### config.mk
export PLATFORM = sky130hd
export DESIGN_NAME = seg_agu
export DESIGN_NICKNAME = d
export VERILOG_FILES = /design/src/rtl/seg_agu_pkg.sv /design/src/rtl/seg_agu_regfile.sv /design/src/rtl/seg_agu_select.sv /design/src/rtl/seg_agu_adder.sv /design/src/rtl/seg_agu.sv
export SDC_FILE = /design/constraint.sdc
export NUM_CORES = 1
export LEC_CHECK = 0
export ABC_AREA = 1
export BUFFER_PORTS_ARGS = -buffer_cell sky130_fd_sc_hd__buf_2
export CORE_ASPECT_RATIO = 0.75
export CORE_UTILIZATION = 34
export DETAILED_ROUTE_END_ITERATION = 10
export GPL_TIMING_DRIVEN = 0
export PLACE_DENSITY = 0.57
export SYNTH_ARGS = -nofsm -noshare
export SYNTH_HDL_FRONTEND = slang
export SYNTH_SLANG_ARGS = --single-unit
### constraint.sdc
create_clock -name clk -period 2.65 [get_ports clk]
set_input_delay 0.1325 -clock clk [delete_from_list [all_inputs] [get_ports clk]]
set_output_delay 0.1325 -clock clk [all_outputs]
set_load 0.005 [all_outputs]
### src/rtl/seg_agu_pkg.sv
`timescale 1ns/1ps
// Package: shared encodings for the segmented address generation unit.
// Assumes a four-register segment file and a three-bit base code.
package seg_agu_pkg;

    localparam int NUM_SEGS = 4;
    localparam int SEL_W    = $clog2(NUM_SEGS);

    // Segment register identifiers (also the write and override selector).
    typedef enum logic [SEL_W-1:0] {
        SEG_CODE  = 2'd0,
        SEG_DATA  = 2'd1,
        SEG_STACK = 2'd2,
        SEG_EXTRA = 2'd3
    } seg_id_e;

    // Base register code carried by a request.
    typedef enum logic [2:0] {
        BASE_IP     = 3'd0,
        BASE_SP     = 3'd1,
        BASE_BP     = 3'd2,
        BASE_BX     = 3'd3,
        BASE_DIRECT = 3'd4,
        BASE_SI     = 3'd5,
        BASE_DI_STR = 3'd6,
        BASE_SPARE  = 3'd7
    } base_e;

    // Default segment for a base code when no override applies.
    function automatic seg_id_e default_seg(input base_e b);
        case (b)
            BASE_IP:          return SEG_CODE;
            BASE_SP, BASE_BP: return SEG_STACK;
            BASE_DI_STR:      return SEG_EXTRA;
            default:          return SEG_DATA;
        endcase
    endfunction

    // Fetches and string destinations keep their segment under an override.
    function automatic logic override_ok(input base_e b);
        return (b != BASE_IP) && (b != BASE_DI_STR);
    endfunction

endpackage

### src/rtl/seg_agu_regfile.sv
`timescale 1ns/1ps
// Module: segment register file.
// Holds NUM_SEGS registers of SEG_W bits. One write per cycle through a
// single port. The register contents are presented flattened, with entry 0
// in the least significant slice. The code register (entry 0) resets to
// CODE_RESET and the others reset to zero. There is no write forwarding:
// a reader sees a write in the cycle after the write.
module seg_agu_regfile #(
    parameter int SEG_W      = 16,
    parameter int NUM_SEGS   = 4,
    parameter logic [SEG_W-1:0] CODE_RESET = '1,
    localparam int SEL_W     = $clog2(NUM_SEGS),
    localparam int FLAT_W    = NUM_SEGS * SEG_W
) (
    input  logic              clk,
    input  logic              rst_n,
    input  logic              wr_en,
    input  logic [SEL_W-1:0]  wr_sel,
    input  logic [SEG_W-1:0]  wr_data,
    output logic [FLAT_W-1:0] seg_flat
);

    for (genvar g = 0; g < NUM_SEGS; g++) begin : g_seg
        localparam logic [SEG_W-1:0] RST_VAL = (g == 0) ? CODE_RESET : '0;
        logic [SEG_W-1:0] seg_q;

        // Load this register on a matching write, restore it on reset.
        always_ff @(posedge clk) begin
            if (!rst_n) begin
                seg_q <= RST_VAL;
            end else if (wr_en && (wr_sel == SEL_W'(g))) begin
                seg_q <= wr_data;
            end
        end

        assign seg_flat[g*SEG_W +: SEG_W] = seg_q;
    end

endmodule

### src/rtl/seg_agu_select.sv
`timescale 1ns/1ps
// Module: segment selection.
// Picks the segment register for a request. The default comes from the base
// code. An override replaces the default except for instruction fetches and
// string destinations. Purely combinational.
module seg_agu_select
    import seg_agu_pkg::*;
#(
    parameter int SEG_W    = 16,
    parameter int NUM_SEGS = 4,
    localparam int SEL_W   = $clog2(NUM_SEGS),
    localparam int FLAT_W  = NUM_SEGS * SEG_W
) (
    input  logic [2:0]        req_base,
    input  logic              ovr_valid,
    input  logic [SEL_W-1:0]  ovr_seg,
    input  logic [FLAT_W-1:0] seg_flat,
    output logic [SEG_W-1:0]  seg_val
);

    base_e            base;
    logic [SEL_W-1:0] seg_pick;

    assign base = base_e'(req_base);

    // Choose the segment: the override wins where the access kind permits it.
    always_comb begin
        if (ovr_valid && override_ok(base)) begin
            seg_pick = ovr_seg;
        end else begin
            seg_pick = SEL_W'(default_seg(base));
        end
    end

    // Read the chosen register out of the flattened file.
    always_comb begin
        seg_val = seg_flat[seg_pick*SEG_W +: SEG_W];
    end

endmodule

### src/rtl/seg_agu_adder.sv
`timescale 1ns/1ps
// Module: shift-and-add address former.
// Computes seg * 2^SHIFT + off, modulo 2^(SEG_W+SHIFT). The low SHIFT bits
// of the offset pass straight through. Only SEG_W bits need an adder, and
// the carry out of the top is dropped. Assumes OFF_W - SHIFT <= SEG_W.
module seg_agu_adder #(
    parameter int SEG_W   = 16,
    parameter int OFF_W   = 16,
    parameter int SHIFT   = 4,
    localparam int ADDR_W = SEG_W + SHIFT
) (
    input  logic [SEG_W-1:0]  seg,
    input  logic [OFF_W-1:0]  off,
    output logic [ADDR_W-1:0] addr
);

    if (SHIFT > 0) begin : g_split
        logic [SEG_W-1:0] hi_sum;

        // Add the offset's upper part to the segment; low bits bypass.
        always_comb begin
            hi_sum = seg + SEG_W'(off[OFF_W-1:SHIFT]);
            addr   = {hi_sum, off[SHIFT-1:0]};
        end
    end else begin : g_flat
        // No shift: a plain wrapped addition.
        always_comb begin
            addr = seg + SEG_W'(off);
        end
    end

endmodule

### src/rtl/seg_agu.sv
`timescale 1ns/1ps
// Module: segmented address generation unit (top).
// Segment register file, segment selection and shift-and-add, with one
// output register stage. A request presented in cycle N gives addr_valid and
// addr_out in cycle N+1. addr_out holds its value between results.
// Synchronous active-low reset.
module seg_agu
    import seg_agu_pkg::*;
#(
    parameter int SEG_W   = 16,
    parameter int OFF_W   = 16,
    parameter int SHIFT   = 4,
    parameter logic [SEG_W-1:0] CODE_RESET = 16'hFFFF,
    localparam int ADDR_W = SEG_W + SHIFT,
    localparam int FLAT_W = NUM_SEGS * SEG_W
) (
    input  logic              clk,
    input  logic              rst_n,
    input  logic              wr_en,
    input  logic [SEL_W-1:0]  wr_sel,
    input  logic [SEG_W-1:0]  wr_data,
    input  logic              req_valid,
    input  logic [2:0]        req_base,
    input  logic [OFF_W-1:0]  req_off,
    input  logic              ovr_valid,
    input  logic [SEL_W-1:0]  ovr_seg,
    output logic              addr_valid,
    output logic [ADDR_W-1:0] addr_out
);

    logic [FLAT_W-1:0] seg_flat;
    logic [SEG_W-1:0]  seg_val;
    logic [ADDR_W-1:0] addr_next;

    seg_agu_regfile #(
        .SEG_W      (SEG_W),
        .NUM_SEGS   (NUM_SEGS),
        .CODE_RESET (CODE_RESET)
    ) u_regs (
        .clk      (clk),
        .rst_n    (rst_n),
        .wr_en    (wr_en),
        .wr_sel   (wr_sel),
        .wr_data  (wr_data),
        .seg_flat (seg_flat)
    );

    seg_agu_select #(
        .SEG_W    (SEG_W),
        .NUM_SEGS (NUM_SEGS)
    ) u_sel (
        .req_base  (req_base),
        .ovr_valid (ovr_valid),
        .ovr_seg   (ovr_seg),
        .seg_flat  (seg_flat),
        .seg_val   (seg_val)
    );

    seg_agu_adder #(
        .SEG_W (SEG_W),
        .OFF_W (OFF_W),
        .SHIFT (SHIFT)
    ) u_add (
        .seg  (seg_val),
        .off  (req_off),
        .addr (addr_next)
    );

    // Register the valid flag every cycle; clear it on reset.
    always_ff @(posedge clk) begin
        if (!rst_n) begin
            addr_valid <= 1'b0;
        end else begin
            addr_valid <= req_valid;
        end
    end

    // Capture the formed address only when a request is present.
    always_ff @(posedge clk) begin
        if (!rst_n) begin
            addr_out <= '0;
        end else if (req_valid) begin
            addr_out <= addr_next;
        end
    end

endmodule

## Word level (Yosys, flattened, before mapping)

Index checks and enable logic that the tools add are counted.

| storage, ports and cells | value |
|---|---|
| output and inout bits | 21 |
| input port bits | 44 |
| bits in registers | 85 |
| logic and storage cells | 27 |

| operators by class | value |
|---|---|
| shifts and indexed selects | 1 |
| equal/unequal tests | 7 |
| $add $sub $neg | 1 |
| mux-type cells | 2 |
| reductions and logical operators | 10 |

Operator list:

| kind | count |
|---|---|
| $shiftx A64 B7 Y16 | 1 |
| $add A16 B12 Y16 | 1 |
| $logic_and A1 B1 Y1 | 6 |
| $pmux W2 S3 | 1 |
| $eq A2 B2 Y1 const B | 2 |
| $eq A3 B1 Y1 const B | 1 |
| $eq A3 B2 Y1 const B | 1 |
| $eq A3 B3 Y1 const B | 1 |
| $logic_not A3 Y1 | 1 |
| $ne A3 B3 Y1 const B | 1 |
| $reduce_bool A3 Y1 | 1 |
| $eq A2 B1 Y1 const B | 1 |
| $logic_not A2 Y1 | 1 |
| $mux W2 | 1 |
| $reduce_or A2 Y1 | 1 |

## Longest topological paths before layout

| logic depth | value |
|---|---|
| depth after elaboration | 6 |
| mapped depth | 23 |
| mapped depth without buffers | 22 |

## Cells and area by module

Synthesis repeated with hierarchy kept, for this count alone.

| unflattened totals | value |
|---|---|
| cell total of the unflattened synthesis | 886 |
| area, all modules | 5382.7 um^2 |

Modules (own cells, without submodules):

| module | sequential area each (um^2) | cells each | instances | area each (um^2) |
|---|---|---|---|---|
| seg_agu_regfile | 1281.2 | 379 | 1 | 2628.8 |
| seg_agu_select | 0.0 | 209 | 1 | 970.9 |
| seg_agu | 420.4 | 130 | 1 | 920.9 |
| seg_agu_adder | 0.0 | 168 | 1 | 862.1 |

## Least setup slack after synthesis

No wires, ideal clock.

| timing | value |
|---|---|
| kind | input port to flip-flop |
| start | input port req_base[0] |
| end | register addr_out[14] |
| path slack | -63 ps |
| required time | 2535 ps |
| setup time | 115 ps |
| path buffers | 2 |
| stages on the path | 21 |
| data arrival time | 2597 ps |
| cells stage by stage | nor2_2 nand2_2 nand2_2 nand2_4 nand2_8 buf_12 buf_4 a21oi_1 a32o_1 inv_1 ha_1 inv_1 fa_1 nand3b_1 nand3_1 a21oi_1 nor3_1 nor2_1 xnor2_1 o21ai_0 inv_1 |

| between the ends | value |
|---|---|
| longest elaborated chain between the ends | 6 |
| elaborated cells on any way between the ends | 13 |
| classes of those cells | add/sub (1); eq/ne (4); shift (1); mux (2); reduce/logical (5) |

Ends and longest elaborated chain:

| element | line | text |
|---|---|---|
| from (decl) | seg_agu.sv:23 | `input logic [2:0] req_base,` |
| $eq A3 B1 Y1 (tied with other cells) | seg_agu_pkg.sv:31 | `case (b)` |
| $reduce_or A2 Y1 or $logic_and A1 B1 Y1 (tied branches) | seg_agu_pkg.sv:31, seg_agu_pkg.sv:41 |  |
| $pmux W2 S3 or $logic_and A1 B1 Y1 (tied branches) | seg_agu_pkg.sv:31, seg_agu_select.sv:28 |  |
| $mux W2 * | seg_agu_select.sv:28 | `if (ovr_valid && override_ok(base)) begin` |
| $shiftx A64 B7 Y16 * | seg_agu_select.sv:37 | `seg_val = seg_flat[seg_pick*SEG_W +: SEG_W];` |
| $add A16 B12 Y16 * | seg_agu_adder.sv:22 | `hi_sum = seg + SEG_W'(off[OFF_W-1:SHIFT]);` |
| to (signal assigned) | seg_agu.sv:83 | `addr_out <= addr_next;` |
| to (decl) | seg_agu.sv:28 | `output logic [ADDR_W-1:0] addr_out` |

Mark *: on every way between the ends. The rest lies on a longest branch, timed or not.
A chain may end at the register's enable or synchronous reset.

## Worst setup path in the final report

| timing | value |
|---|---|
| start | input port req_base[2] |
| end | register addr_out[14] |

The elaborated chain is that of the path after synthesis.

==> flow_metrics.env <==
export IMPL_crit_arrival_ns=2.85
export IMPL_power_internal_w=0.00241
export IMPL_yosysWarningCount=0
export IMPL_die_w_um=131
export IMPL_grt_first_pass_wirelength_um=21100
export IMPL_finalHoldViolCount=0
export IMPL_power_switching_w=0.00115
export IMPL_r2r_cells=14
export IMPL_hold_depth=3
export IMPL_fmax_mhz=383
export IMPL_route_met2_wl_um=5940
export IMPL_ys_seq_area_frac=0.400
export IMPL_final_core_util=0.467
export IMPL_dp_cells=827
export IMPL_hold_path_class="in -> reg"
export IMPL_start_util=0.358
export IMPL_wl_per_cell_um=15.6
export IMPL_status="completed"
export IMPL_highest_layer="met4"
export IMPL_max_slew_worst_pin_slew_ns=0.635
export IMPL_p_leak_nw=2.53
export IMPL_cts_made_buffers=9
export IMPL_clock_sinks=85
export IMPL_synth_cells=603
export IMPL_route_detailed_drc=0
export IMPL_cts_clk_slew_worst_paths_ns=0.06
export IMPL_viasPerCell=5.07
export IMPL_clk_path_buf_depth=2
export IMPL_p_comb_frac=0.271
export IMPL_cts_tree="yes"
export IMPL_ys_async_sr_fraction=0
export IMPL_synth_top_family_by_area="simple AND/OR/NAND/NOR gates"
export IMPL_setup_viol=0
export IMPL_worst_setup_path_type="in -> reg"
export IMPL_layout_commonest_cell="nand2_1"
export IMPL_synthMuxAreaShare=0
export IMPL_maxSlewViolCount=0
export IMPL_worst_setup_path_end_kind="flop"
export IMPL_rrSetupSlack_ns=0.26
export IMPL_clk_latency_ns=0.35
export IMPL_drive_above_1_share=0.235
export IMPL_n_fill_cell=1201
export IMPL_core_um2=11900
export IMPL_firstDrtPassIters=7
export IMPL_ant_nets=0
export IMPL_most_common_layout_cells="125 x nand2_1, 94 x nor2_1, 85 x dfxtp_1, 63 x buf_2"
export IMPL_cts_htree_levels=3
export IMPL_switching_share=0.322
export IMPL_required_ns=2.89
export IMPL_antenna_found_initial=0
export IMPL_synth_seq_cells=85
export IMPL_period_share=0.986
export IMPL_min_period_ns=2.61
export IMPL_rsz0062_at_grt="yes"
export IMPL_synth_simple_area_share=0.292
export IMPL_avgSynthCellArea_um2=7.05
export IMPL_nets=758
export IMPL_p_clk_frac=0.336
export IMPL_grt_pass1_vias=4028
export IMPL_io_buffers=62
export IMPL_vdd_ir_drop_worst_mv=0.312
export IMPL_m1WireLength_um=6470
export IMPL_worst_path_max_fanout=7
export IMPL_first_iter_violations=308
export IMPL_synth_area_um2=4250
export IMPL_slew_headroom=0.577
export IMPL_synthDistinctLibCells=36
export IMPL_cts_root_buffer="clkbuf_16"
export IMPL_diodes=0
export IMPL_grt_total_usage=0.211
export IMPL_die_area_um2=13000
export IMPL_drv_cap=0
export IMPL_hold_start="req_off[2]"
export IMPL_syn_num_nets=661
export IMPL_routabilityCongestion=0.893
export IMPL_fin_cells=867
export IMPL_grt_max_degree=16
export IMPL_timing_rr_start="u_regs.g_seg[0].seg_q[0]"
export IMPL_overflow=0
export IMPL_hold_end="addr_out[2]"
export IMPL_dp_hpwl_um=9760
export IMPL_vias=4398
export IMPL_startpoint_type="primary input"
export IMPL_synth_ff_type="dfxtp_1"
export IMPL_ioPinCount=65
export IMPL_fin_skew_ns=0.00613
export IMPL_routed_wl_um=13500
export IMPL_r2r_end="addr_out[14]"
export IMPL_wl_met3_um=881
export IMPL_power_per_cell_area_nw_per_um2=643
export IMPL_synth_compound_area_share=0.165
export IMPL_synth_xor_area_share=0.0165
export IMPL_placementRows=34
export IMPL_seqPwrFrac=0.393
export IMPL_synth_fa_ha_area_frac=0.0430
export IMPL_synth_edf_count=0
export IMPL_hold_ws_ns=0.0157
export IMPL_syn2layout_area_growth_pct=30.3
export IMPL_die_y_um=98.8
==> worst max-delay path by stage <==
stage | to | slack (ns) | startpoint | cells past startpoint
3_3_place_gp | addr_out[14] | -0.53 | req_base[0] | 19
3_5_place_dp | addr_out[14] | -0.63 | req_base[1] | 20
2_1_floorplan | addr_out[14] | 0.007 | req_base[2] | 21
6_report | addr_out[14] | 0.04 | req_base[2] | 21
4_1_cts | addr_out[14] | 0.01 | req_base[1] | 22
5_1_grt | addr_out[18] | -0.09 | req_base[0] | 23
==> Yosys cell counts, types with 4 or more instances <==
| cell | n | share of area |
|---|---|---|
| buf_2 | 6 | 0.0071 |
| ha_1 | 13 | 0.038 |
| a32o_1 | 11 | 0.026 |
| o21ai_0 | 52 | 0.061 |
| inv_1 | 50 | 0.044 |
| nand2_1 | 126 | 0.11 |
| nor2_1 | 98 | 0.087 |
| a31oi_1 | 4 | 0.0059 |
| nand3_1 | 49 | 0.058 |
| a21oi_1 | 40 | 0.047 |
| nand2_2 | 4 | 0.0059 |
| clkbuf_1 | 21 | 0.019 |
| dfxtp_1 | 85 | 0.40 |
| xnor2_1 | 5 | 0.010 |
| o211ai_1 | 4 | 0.0071 |
==> timing repair <==
item	in CTS	in global routing
hold buffers	0	0
setup buffers	4	20
resized for setup	16	57
pin swaps	4	25
endpoints found under the setup margin	8	9
==> state kept, by name, indices dropped and copies added (netlist names) <==
name / cells
addr_out: 20
addr_valid: 1
u_regs.g_seg.seg_q: 64
==> critical path, cell delays in order <==
cell and delay (ns):
buf_2 0.11, inv_1 0.08, a21oi_2 0.19, nand2_4 0.09, nand2_8 0.11, buf_12 0.13, buf_12 0.12, a21oi_4 0.04
a32o_2 0.24, inv_2 0.07, ha_4 0.15, inv_2 0.04, fa_2 0.38, nand3b_1 0.22, nand3_4 0.15, a21oi_4 0.08
nor3_2 0.12, nor2_1 0.07, xnor2_1 0.14, o21ai_1 0.13, inv_1 0.05
==> cell type report <==
class	instances	area [µm²]	share of cell area
flip-flops and latches	85	1700	0.307
repair buffers	86	518	0.0935
clock buffers	9	225	0.0407
clock inverters	7	51.3	0.00926
inverters	55	215	0.0389
plain buffers	30	173	0.0312
multi-input cells	433	2450	0.443
well taps	162	203	0.0366
==> kinds of logic after synthesis <==
group / after synthesis
AND/OR/NAND/NOR: 290
adder cells (fa/ha/maj): 14
AO/OA/AOI/OAI: 121
XOR/XNOR: 8
buffers and inverters: 85
flip-flops: 85
==> per-stage QoR <==
stage	area (µm²)	setup WS, ns	total power (W)	TNS [ns]
3_5_place_dp	4770	-0.633	0.00216	-4.61
5_1_grt	5540	-0.0859	0.00373	-0.239
2_1_floorplan	4260	0.00691	0.00191	0
3_3_place_gp	4770	-0.531	0.00215	-3.82
4_1_cts	5120	0.0124	0.00339	0
6_report	5540	0.0380	0.00356	0
==> layer usage <==
| metal | vias up | GRT usage |
|---|---|---|
| met1 | 2060 | 0.297 |
| met2 | 153 | 0.322 |
| met5 | - | 0 |
| li1 | 2166 | - |
| met3 | 19 | 0.0396 |
| met4 | 0 | 0.0688 |
==> power groups by stage <==
stage	Clock, W	Combinational (W)	Sequential, W
after floorplan	0	0.000485	0.00142
after global placement	0	0.000722	0.00143
after detailed placement	0	0.000735	0.00143
after CTS	0.00122	0.000774	0.00140
after global routing	0.00126	0.00106	0.00141
final	0.00120	0.000964	0.00140
No activity file was read; power rests on OpenSTA's default activity.
